File: src/rtl/cfgp_pkg.sv
// Shared width and write-target encoding for the serial configuration port.
// Assumes one configuration word width for all holding registers.
package cfgp_pkg;
    localparam int WORD_W = 16;

    typedef enum logic [1:0] {
        TGT_NONE  = 2'd0,
        TGT_SETUP = 2'd1,
        TGT_EXT   = 2'd2,
        TGT_DRIVE = 2'd3
    } tgt_e;
endpackage

File: src/rtl/cfgp_sync.sv
// Multi-stage synchronizer for a bundle of asynchronous pins.
// Assumes each bit is independent; STAGES >= 1; RST_VAL is the idle level per bit.
module cfgp_sync #(
    parameter int             W       = 1,
    parameter int             STAGES  = 2,
    parameter logic [W-1:0]   RST_VAL = '0
) (
    input  logic         clk,
    input  logic         rst_n,
    input  logic [W-1:0] d,
    output logic [W-1:0] q
);
    logic [W-1:0] stage_q [STAGES];

    genvar g;
    generate
        for (g = 0; g < STAGES; g++) begin : g_stage
            // Purpose: move the sample one flop further down the chain.
            always_ff @(posedge clk) begin
                if (!rst_n)      stage_q[g] <= RST_VAL;
                else if (g == 0) stage_q[g] <= d;
                else             stage_q[g] <= stage_q[(g == 0) ? 0 : g-1];
            end
        end
    endgenerate

    assign q = stage_q[STAGES-1];
endmodule

File: src/rtl/cfgp_edge.sv
// One-cycle pulse on a chosen edge of a synchronized signal.
// RISE=1 detects low-to-high, RISE=0 detects high-to-low. The input must already be synchronous.
module cfgp_edge #(
    parameter bit RISE = 1'b1
) (
    input  logic clk,
    input  logic rst_n,
    input  logic d,
    output logic pulse
);
    logic prev_q;

    // Purpose: remember last cycle's level.
    always_ff @(posedge clk) begin
        if (!rst_n) prev_q <= 1'b0;
        else        prev_q <= d;
    end

    generate
        if (RISE) begin : g_rise
            assign pulse = d & ~prev_q;
        end else begin : g_fall
            assign pulse = ~d & prev_q;
        end
    endgenerate
endmodule

File: src/rtl/cfgp_shift.sv
// LSB-first serial-in shift register: a new bit enters at the top and moves toward bit 0.
// Assumes en is a single-cycle pulse per serial clock edge.
module cfgp_shift #(
    parameter int W = 16
) (
    input  logic         clk,
    input  logic         rst_n,
    input  logic         en,
    input  logic         bit_i,
    output logic [W-1:0] word_o
);
    // Purpose: take one bit in on each enabled cycle.
    always_ff @(posedge clk) begin
        if (!rst_n)  word_o <= '0;
        else if (en) word_o <= {bit_i, word_o[W-1:1]};
    end
endmodule

File: src/rtl/cfgp_regbank.sv
// Three holding registers, written with the shifted word according to a decoded target.
// Assumes the target is TGT_NONE on every cycle with no accepted strobe.
module cfgp_regbank
    import cfgp_pkg::*;
#(
    parameter int W = WORD_W
) (
    input  logic         clk,
    input  logic         rst_n,
    input  tgt_e         tgt,
    input  logic [W-1:0] word,
    output logic [W-1:0] setup_q,
    output logic [W-1:0] ext_q,
    output logic [W-1:0] drive_q
);
    // Purpose: update only the register named by the target.
    always_ff @(posedge clk) begin
        if (!rst_n) begin
            setup_q <= '0;
            ext_q   <= '0;
            drive_q <= '0;
        end else begin
            case (tgt)
                TGT_SETUP: setup_q <= word;
                TGT_EXT:   ext_q   <= word;
                TGT_DRIVE: drive_q <= word;
                default:   ;
            endcase
        end
    end
endmodule

File: src/rtl/serial_cfg_port.sv
// Top of the strobed serial configuration port.
// Syncs the pins, detects serial clock falls and strobe rises, shifts LSB first,
// and routes strobed words by mode. Writes stay locked until ready goes low then high.
// Assumes the serial pins change slower than SYNC_STAGES+1 system clocks.
module serial_cfg_port
    import cfgp_pkg::*;
#(
    parameter int W           = WORD_W,
    parameter int SYNC_STAGES = 2
) (
    input  logic         clk,
    input  logic         rst_n,
    input  logic         ser_clk_i,
    input  logic         ser_dat_i,
    input  logic         ser_stb_i,
    input  logic         sleep_n_i,
    input  logic         ready_i,
    output logic [W-1:0] setup_o,
    output logic [W-1:0] ext_setup_o,
    output logic [W-1:0] drive_o,
    output logic         out_hiz_o
);
    localparam int PIN_N = 4;
    localparam int P_CLK = 0, P_DAT = 1, P_STB = 2, P_SLP = 3;

    logic [PIN_N-1:0] pin_s;
    logic             ready_s;
    logic             clk_fall, stb_rise;
    logic             sleep_s;
    logic             armed_q, lock_q;
    logic [W-1:0]     shift_word;
    tgt_e             tgt;

    cfgp_sync #(.W(PIN_N), .STAGES(SYNC_STAGES), .RST_VAL('0)) u_pin_sync (
        .clk(clk), .rst_n(rst_n),
        .d({sleep_n_i, ser_stb_i, ser_dat_i, ser_clk_i}),
        .q(pin_s)
    );

    cfgp_sync #(.W(1), .STAGES(SYNC_STAGES), .RST_VAL(1'b1)) u_ready_sync (
        .clk(clk), .rst_n(rst_n), .d(ready_i), .q(ready_s)
    );

    cfgp_edge #(.RISE(1'b0)) u_clk_edge (
        .clk(clk), .rst_n(rst_n), .d(pin_s[P_CLK]), .pulse(clk_fall)
    );

    cfgp_edge #(.RISE(1'b1)) u_stb_edge (
        .clk(clk), .rst_n(rst_n), .d(pin_s[P_STB]), .pulse(stb_rise)
    );

    cfgp_shift #(.W(W)) u_shift (
        .clk(clk), .rst_n(rst_n), .en(clk_fall),
        .bit_i(pin_s[P_DAT]), .word_o(shift_word)
    );

    assign sleep_s = pin_s[P_SLP];

    // Purpose: lockout tracking; a low ready arms and locks, a later high ready unlocks.
    always_ff @(posedge clk) begin
        if (!rst_n) begin
            armed_q <= 1'b0;
            lock_q  <= 1'b1;
        end else if (!ready_s) begin
            armed_q <= 1'b1;
            lock_q  <= 1'b1;
        end else if (armed_q) begin
            lock_q  <= 1'b0;
        end
    end

    // Purpose: choose the write target from mode and data level at the strobe edge.
    always_comb begin
        tgt = TGT_NONE;
        if (stb_rise && !lock_q) begin
            if (sleep_s)               tgt = TGT_DRIVE;
            else if (pin_s[P_DAT])     tgt = TGT_EXT;
            else                       tgt = TGT_SETUP;
        end
    end

    cfgp_regbank #(.W(W)) u_regs (
        .clk(clk), .rst_n(rst_n), .tgt(tgt), .word(shift_word),
        .setup_q(setup_o), .ext_q(ext_setup_o), .drive_q(drive_o)
    );

    assign out_hiz_o = ~sleep_n_i | lock_q;
endmodule

File: config.mk
export PLATFORM = sky130hd
export DESIGN_NAME = serial_cfg_port
export DESIGN_NICKNAME = d
export VERILOG_FILES = /design/src/rtl/cfgp_pkg.sv /design/src/rtl/cfgp_sync.sv /design/src/rtl/cfgp_edge.sv /design/src/rtl/cfgp_shift.sv /design/src/rtl/cfgp_regbank.sv /design/src/rtl/serial_cfg_port.sv
export SDC_FILE = /design/constraint.sdc
export NUM_CORES = 1
export LEC_CHECK = 0
export ABC_CLOCK_PERIOD_IN_PS = 1450
export BUFFER_PORTS_ARGS = -buffer_cell sky130_fd_sc_hd__buf_2
export CAP_MARGIN = 20
export CELL_PAD_IN_SITES_DETAIL_PLACEMENT = 1
export CELL_PAD_IN_SITES_GLOBAL_PLACEMENT = 1
export CORE_MARGIN = 5
export CORE_UTILIZATION = 25
export CTS_BUF_LIST = sky130_fd_sc_hd__clkbuf_8
export CTS_CLUSTER_DIAMETER = 200
export CTS_CLUSTER_SIZE = 10
export DETAILED_ROUTE_END_ITERATION = 8
export GPL_TIMING_DRIVEN = 0
export HOLD_SLACK_MARGIN = 0.1
export PLACE_DENSITY = 0.61
export SYNTH_ARGS = -nofsm -noshare
export SYNTH_HDL_FRONTEND = slang
export SYNTH_SLANG_ARGS = --single-unit
File: constraint.sdc
create_clock -name clk -period 1.45 [get_ports clk]
set_input_delay 0.0725 -clock clk [delete_from_list [all_inputs] [get_ports clk]]
set_output_delay 0.0725 -clock clk [all_outputs]
set_load 0.005 [all_outputs]
After elaboration in Yosys (flattened, before gate mapping)
Memory sizes are Yosys's and may differ from the RTL's.
Cells that the tools add are included.

cells by class
  equal/unequal tests = 3
  muxes and demuxes = 9
  bitwise logic cells = 10
  reductions and logical operators = 3

operator list
  operator            number
  $mux 4              2
  $mux 2              3
  $or 1x1->1          5
  $eq 2x2->1 const B  2
  $mux 1              4
  $not 1->1           3
  $and 1x1->1         2
  $eq 2x1->1 const B  1
  $reduce_and 2->1    1
  $logic_and 1x1->1   1
  $logic_not 1->1     1

storage, ports and cells
  register bits after elaboration = 68
  RAM bits = 10
  output and inout bits = 49
  logic and storage cells = 35
  memories = 2

memories
  memory                words  bits a word  rd ports  clocked after Yosys merged registers in  write ports  line             RTL
  u_pin_sync.stage_q    2      4            2         0                                        2            cfgp_sync.sv:13  logic [W-1:0] stage_q [STAGES];
  u_ready_sync.stage_q  2      1            2         0                                        2            cfgp_sync.sv:13

Depth between registers and ports, before layout
Gate-level depths: netlist (run 1).

  depth in word-level cells = 5
  mapped depth = 5
  mapped depth without buffers = 3

By module
A second synthesis (run 1) with hierarchy kept.

second synthesis, totals
  cells, all modules = 264
  area total of the unflattened synthesis = 2842.7 um^2

by module, submodules not included
  module                    instances  cells each  area an instance (um^2)  seq. area each (um^2)
  cfgp_regbank              1          175         1780.5                   960.9
  cfgp_shift                1          51          615.6                    320.3
  cfgp_sync (u_pin_sync)    1          16          210.2                    160.2
  serial_cfg_port           1          12          107.6                    40.0
  cfgp_sync (u_ready_sync)  1          4           52.6                     40.0
  cfgp_edge (u_stb_edge)    1          3           40.0                     20.0
  cfgp_edge (u_clk_edge)    1          3           36.3                     20.0

Worst setup path before layout (run 1)
Ideal clock, no wire load.

  path kind = register to register
  start point = register lock_q
  end point = register u_regs.setup_q[10]
  arrival time = 1203 ps
  required time = 1378 ps
  path slack = 175 ps
  cell stages (with the launch flop) = 6
  period minus slack after synthesis = 1275 ps
  cell sequence = dfxtp_1 -> nor4b_4 -> and2b_1 -> buf_6 -> buf_12 -> mux2i_1

between the ends
  word-level cells in the longest chain between the ends = 4

RTL lines
  element                 line                   RTL
  from (decl)             serial_cfg_port.sv:30  logic armed_q, lock_q;
  from (signal assigned)  serial_cfg_port.sv:63  lock_q <= 1'b1;
  from (signal assigned)  serial_cfg_port.sv:66  lock_q <= 1'b1;
  from (signal assigned)  serial_cfg_port.sv:68  lock_q <= 1'b0;
  $logic_not 1->1         serial_cfg_port.sv:75  if (stb_rise && !lock_q) begin
  $logic_and 1x1->1       serial_cfg_port.sv:75
  $mux 2                  serial_cfg_port.sv:75
  $eq 2x1->1              cfgp_regbank.sv:23     case (tgt)
  to (signal assigned)    cfgp_regbank.sv:24     TGT_SETUP: setup_q <= word;
  to (decl)               cfgp_regbank.sv:12     output logic [W-1:0] setup_q,

No other way between the ends.
A chain may end at the register's enable or synchronous reset.

==> reports/metrics.csv, run 1 <==
stage,metric,value,unit
yosys,synth-seq-cells,78,
timing,rsz0062_at_grt,true,
global_route,grt_util_all_layers,0.113,
yosys,synth_most_common_cell,nand2_1,
hold_path,hold_class,primary input to register,
setup_path,reg2reg_setup_slack,0.07,ns
die,rows,39,
pwr,finalPower,3.70,mW
setup_path,path_buf_inv,3,
routing,avgViaCountPerCell,4.19,
run_status,outcome,finished clean,
placement,placed_area,0.00329,mm²
timing,final.min_clock_period,1.39,ns
setup_path,crit_family,buffers and inverters,
yosys,synth.distinct_cells,21,
global_route,grt_pass1_wl,12.0,mm
clock_network,clockBufferDepth,2,
yosys,yosys_warnings,0,
setup_path,path_cells,"dlygate4sd3_1, buf_2, clkbuf_1, nand2_1, mux2i_2",
setup_path,worstSetupEndpointType,register,
yosys,synth_common_cells,"nand2_1 (113), dfxtp_1 (78), mux2i_1 (32)",
global_route,grt_pass1_vias,2365,
setup_path,crit_type,primary input to register,
die,core,0.0113,mm²
clock_network,cts_buffers,9,
cells_and_area,diodes,0,
timing,setup-violations-final,0,
hold_path,min_to,u_shift.word_o[3],
yosys,yosys.area.top_type_share,0.550,
setup_path,r2r_end,u_regs.setup_q[6],
cells_and_area,final-seq-area,0.00156,mm²
yosys,yosys.area.top_type,dfxtp_1,
setup_path,worst_ep_required_time,1.71,ns
routing,wl,7.24,mm
die,fp.dieH,117,µm
setup_path,cp-start-kind,primary input,
die,initial_core_util,0.252,
die,dieArea,0.0136,mm²
placement,gp_congestion,0.720,
pwr,switching_share,0.216,
cells_and_area,finalNetCount,379,
cells_and_area,utilization,0.316,
cells_and_area,multi_input_area,0.00115,mm²
pwr,p_clk_frac,0.382,
cells_and_area,drive_gt1_frac,0.223,
setup_path,slowest_stage,dlygate4sd3_1,
setup_path,arrival,1.65,ns
hold_path,min-delay-start,rst_n,
cells_and_area,nFillCells,1312,
setup_path,crit_fanout,10,
clock_network,cts_tree,yes,
timing,fin_skew,0.00528,ns
pwr,combPwrFrac,0.031,
yosys,synth-async-reset-ratio,0,
setup_path,slowest_delay,0.54,ns
clock_network,clock-sinks,78,
die,ios,56,
clock_network,cts-htree-levels,3,
global_route,grt_max_degree,12,
routing,drcViolationCount,0,
timing,worstMarginPinSlew,0.613,ns
timing,hold_viol,0,
timing,fin_crit_sh,0.959,
pwr,internal_power,2.90,mW
yosys,synth-edff-count,0,
routing,ant_nets,0,
pwr,seqPwrFrac,0.587,
placement,dpl.hpwl,5.43,mm
yosys,syn_avg_cell_area,9.49,µm²
routing,num_vias,2174,
yosys,syn_inst,299,
timing,max_slew_margin,0.591,
clock_network,clkTransAtPathRegs,0.08,ns
timing,clock.fmax,0.719,GHz
global_route,gr-total-overflow,0,
global_route,antenna_found_initial,0,
pwr,p_per_area,1040,mW/mm²
clock_network,cts-root-buf,clkbuf_8,
clock_network,clkLatencyLatePin,0.34,ns
die,fp.dieW,117,µm
cells_and_area,final_area,0.00356,mm²
yosys,ys_seq_area_frac,0.550,
yosys,syn_area,0.00284,mm²
yosys,ys_top_cells_by_area,"dfxtp_1 (55%), nand2_1 (15%), mux2i_1 (11%)",
pwr,p_sw,0.799,mW
pwr,leakage,1.49,nW
hold_path,hold_path_depth,2,
timing,slew_violations,0,
pwr,ir_worst_vdd,0.357,mV
setup_path,r2r_start,u_pin_sync.stage_q[1][3],
routing,wl_per_cell,13.9,µm
run,maxCapViolations,0,
cells_and_area,syn_to_final_growth,25.5,%
yosys,synth_nets,306,
yosys,synthFlopType,dfxtp_1,
routing,drtPass1Iterations,4,
routing,drt_iter0_drc,85,
placement,io_buffers,54,
setup_path,r2r_cells,5,
==> state kept, by name, indices dropped and copies added (netlist names), 2 cells and up <==
signal / flops
u_regs.ext_q: 16
u_regs.drive_q: 16
u_shift.word_o: 16
u_ready_sync.stage_q: 2
u_regs.setup_q: 16
u_pin_sync.stage_q: 8
==> metrics by stage <==
step	TNS (ns)	setup WS [ns]	cells	hold slack, ns
after detailed placement	-0.00891	-0.00891	496	0.259
after CTS	0	0.0514	520	0.113
after global placement	0	0.0496	496	0.259
final	0	0.0593	519	0.122
after floorplan	0	0.175	299	0.174
after global routing	-0.0281	-0.0143	519	0.152
==> worst max path at each step <==
stage                                   startpoint                 end  slack (ns)  cells after the start
final                                        rst_n   u_regs.setup_q[6]        0.06                      5
after detailed placement                    lock_q   u_regs.setup_q[6]      -0.009                      5
after global placement                      lock_q   u_regs.setup_q[8]        0.05                      5
after CTS                        u_stb_edge.prev_q   u_regs.setup_q[6]        0.05                      5
after floorplan                             lock_q  u_regs.setup_q[10]        0.17                      5
after global routing      u_pin_sync.stage_q[1][3]  u_regs.setup_q[10]       -0.01                      5
==> kinds of logic after synthesis <==
| logic type | count (synthesis) | share of synthesized area |
|---|---|---|
| AO/OA/AOI/OAI | 34 | 0.0899 |
| buffers and inverters | 23 | 0.0454 |
| flip-flops | 78 | 0.550 |
| multiplexers | 32 | 0.113 |
| AND/OR/NAND/NOR | 132 | 0.202 |
==> worst register-to-register path: stages, from the launching register on <==
cell and delay [ns]:
dfxtp_2 0.34, nor4b_4 0.32, and2b_1 0.18, buf_6 0.13, buf_12 0.13, mux2i_2 0.21
==> power groups by stage <==
stage | Combinational, mW | Clock [mW] | Sequential (mW)
4_1_cts | 0.116 | 1.47 | 2.17
6_report | 0.114 | 1.41 | 2.17
3_3_place_gp | 0.0987 | 0 | 2.22
5_1_grt | 0.128 | 1.55 | 2.17
2_1_floorplan | 0.0664 | 0 | 2.22
3_5_place_dp | 0.0999 | 0 | 2.22
==> placed cells by master (no fill, tap or decap), drive strengths merged, types with 3 or more instances in the layout <==
cell / synthesis / final
and2: 10 / 10
a21boi: 33 / 33
clkbuf: 13 / 24
mux2i: 32 / 32
nand2: 114 / 114
dfxtp: 78 / 78
inv: 2 / 5
dlygate4sd3: 0 / 7
buf: 8 / 63
nand2b: 3 / 3
==> layer usage <==
layer  wire length (µm)  vias to the layer above  track usage
met5                  0                        -            0
met4                127                        0       0.0550
met3                257                       10       0.0306
met2               3340                       36        0.180
met1               3510                     1023        0.141
li1                   -                     1105            -
==> cell type report <==
class,instances,area share
repair buffers,64,0.107
flip-flops and latches,78,0.439
well taps,143,0.0502
multi-input cells,198,0.323
clock inverters,4,0.00456
clock buffers,11,0.0425
inverters,2,0.00211
plain buffers,19,0.0320
==> timing repair <==
| action | in CTS | in global routing |
|---|---|---|
| pin swaps | 1 | 1 |
| hold endpoints to repair | 6 | 0 |
| endpoints found under the setup margin | 3 | 11 |
| gates cloned | 0 | 1 |
| hold buffers | 7 | 0 |
| resized for setup | 0 | 4 |
| setup buffers | 2 | 0 |
(Power assumes the default switching activity.)
==> run 2: changes to the inputs <==
CORE_ASPECT_RATIO = 1.25   (was unset)
==> run 2 against run 1 <==
Critical path depth unchanged. First-iteration DRC count decreased by 48%. Sequential power about the same. Sequential share of layout area decreased by 0.89 points. Utilization increased by 1.1 points. Count of clock-buffer cells in the layout decreased by 1. Worst setup slack improved by 0.015 ns. Via count increased by 0.83%. Register-to-register slack about the same. Combinational power about the same. Fmax increased by 1.1%. Largest cell class unchanged.
==> reports/metrics.csv, run 2 (synthesized netlist as in run 1, its figures left out) <==
stage,metric,value,unit,change
global_route,grt_pass1_vias,2380,,+0.63%
clock_network,clock-sinks,78,,unchanged
placement,gp_congestion,0.715,,-0.71%
clock_network,cts_buffers,9,,unchanged
placement,dpl.hpwl,5.38,mm,-1.0%
global_route,grt_max_degree,14,,+2
routing,drcViolationCount,0,,unchanged
die,fp.dieW,105,µm,-9.7%
hold_path,hold_class,primary input to register,,
timing,setup-violations-final,0,,unchanged
clock_network,clkTransAtPathRegs,0.08,ns,about the same
cells_and_area,final_common_cell,nand2_1,,
timing,finalSetupTns,0,ns,unchanged
timing,final.min_clock_period,1.38,ns,-0.0147 ns
timing,setup_ws,0.0740,ns,+0.0147 ns
setup_path,r2r_cells,5,,unchanged
setup_path,worstSetupEndpointType,register,,
global_route,gr-total-overflow,0,,unchanged
timing,whs,0.124,ns,+0.00211 ns
global_route,use_met1,0.129,,-0.0117
die,core,0.0111,mm²,-1.2%
setup_path,path_buf_inv,2,,-1
setup_path,crit_type,register to register,,
timing,clock.fmax,0.727,GHz,+1.1%
cells_and_area,finalNetCount,378,,-0.26%
global_route,antenna_found_initial,0,,unchanged
die,fp.dieH,129,µm,+11%
routing,ant_nets,0,,unchanged
setup_path,path_cells,"nor4b_4, and2b_1, buf_6, buf_12, mux2i_1",,
run,maxCapViolations,0,,unchanged
placement,dp_slack,0.0192,ns,+0.0281 ns
timing,slew_violations,0,,unchanged
timing,worstMarginPinSlew,0.587,ns,-0.0258 ns
pwr,leakage,1.53,nW,+2.6%
die,rows,43,,+10%
setup_path,slowest_delay,0.35,ns,-0.19 ns
cells_and_area,final_cells,511,,-1.5%
timing,fin_crit_sh,0.949,,-0.0101
setup_path,reg2reg_setup_slack,0.07,ns,about the same
routing,drt_iter0_drc,44,,-48%
setup_path,crit_family,simple AND/OR/NAND/NOR gates,,
setup_path,arrival,1.66,ns,about the same
routing,avgViaCountPerCell,4.29,,+2.4%
cells_and_area,diodes,0,,unchanged
die,ios,56,,unchanged
die,initial_core_util,0.255,,+0.00306
placement,placed_area,0.00328,mm²,-0.30%
clock_network,clkLatencyLatePin,0.35,ns,about the same
setup_path,crit_fanout,10,,unchanged
setup_path,cp-start-kind,register,,
placement,io_buffers,54,,unchanged
timing,fin_skew,0.00460,ns,-0.000688 ns
hold_path,min_to,u_shift.word_o[4],,
setup_path,r2r_start,u_stb_edge.prev_q,,
global_route,grt_pass1_wl,11.9,mm,-0.17%
global_route,gr-usage-met2,0.187,,+0.00616
clock_network,cts-htree-levels,3,,unchanged
global_route,grt_util_all_layers,0.111,,-0.00175
timing,hold_viol,0,,unchanged
routing,wl,7.11,mm,-1.7%
run_status,outcome,finished clean,,
hold_path,hold_path_depth,2,,unchanged
pwr,p_per_area,1220,mW/mm²,+18%
placement,dpl.cell_count,488,,-1.6%
cells_and_area,syn_to_final_growth,28.2,%,
routing,num_vias,2192,,+0.83%
routing,drtPass1Iterations,4,,unchanged
die,dieArea,0.0136,mm²,about the same
hold_path,min-delay-start,rst_n,,
setup_path,slowest_stage,nor4b_4,,
cells_and_area,final_area,0.00364,mm²,+2.1%
cells_and_area,drive_gt1_frac,0.231,,+0.00798
global_route,busiest_layer,met2,,
cells_and_area,layout_common_cells,"nand2_1 (113), dfxtp_1 (76), buf_2 (56)",,
timing,max_slew_margin,0.608,,+0.0172
pwr,ir_worst_vdd,0.502,mV,+41%
setup_path,worst_ep_required_time,1.73,ns,+0.02 ns
clock_network,clockBufferDepth,2,,unchanged
cells_and_area,nFillCells,1271,,-3.1%
clock_network,cts-root-buf,clkbuf_8,,
global_route,gr-usage-met3,0.0334,,+0.00281
routing,wl_per_cell,13.9,µm,-0.19%
setup_path,r2r_end,u_regs.setup_q[10],,
timing,rsz0062_at_grt,true,,
clock_network,cts_tree,yes,,
[run 2: cell type report]
class,instances,area (µm²),area share
Buffer,19,120,0.0330
Clock buffer,10,138,0.0378
Inverter,2,7.51,0.00206
Multi-Input combinational cell,198,1150,0.317
Clock inverter,6,133,0.0364
Timing Repair Buffer,63,355,0.0976
Tap cell,135,169,0.0464
Sequential cell,78,1560,0.430
[run 2: repair_timing]
| item | 4_1_cts | 5_1_grt |
|---|---|---|
| endpoints found under the setup margin | 0 | 20 |
| hold endpoints to repair | 6 | 0 |
| gates resized for setup | 0 | 7 |
| hold buffers | 7 | 0 |
| setup buffers | 0 | 2 |
[run 2: layer usage]
| metal | routed length [µm] | up-vias |
|---|---|---|
| li1 | - | 1101 |
| met1 | 3170 | 1041 |
| met2 | 3420 | 36 |
| met3 | 380 | 14 |
| met4 | 141 | 0 |
| met5 | 0 | - |
[run 2: worst max-delay path by stage]
stage          cells after the start                  to               from  slack [ns]
5_1_grt                            5  u_regs.setup_q[11]  u_stb_edge.prev_q       -0.02
4_1_cts                            5  u_regs.setup_q[10]             lock_q       0.004
6_report                           5  u_regs.setup_q[10]  u_stb_edge.prev_q        0.07
2_1_floorplan                      5  u_regs.setup_q[10]             lock_q        0.17
3_5_place_dp                       5  u_regs.setup_q[10]             lock_q        0.02
3_3_place_gp                       5   u_regs.setup_q[7]             lock_q        0.05
[run 2: stage by stage]
stage / total power [mW] / utilization
2_1_floorplan: 2.28 / -
3_3_place_gp: 2.32 / 0.294
3_5_place_dp: 2.32 / 0.294
4_1_cts: 4.51 / 0.325
5_1_grt: 4.61 / 0.327
6_report: 4.44 / 0.327
[run 2: report_power, final]
group,internal (mW),total (mW),switching (mW)
Sequential,2.16,2.17,0.0104
Combinational,0.0512,0.114,0.0630
Clock,1.36,2.15,0.793
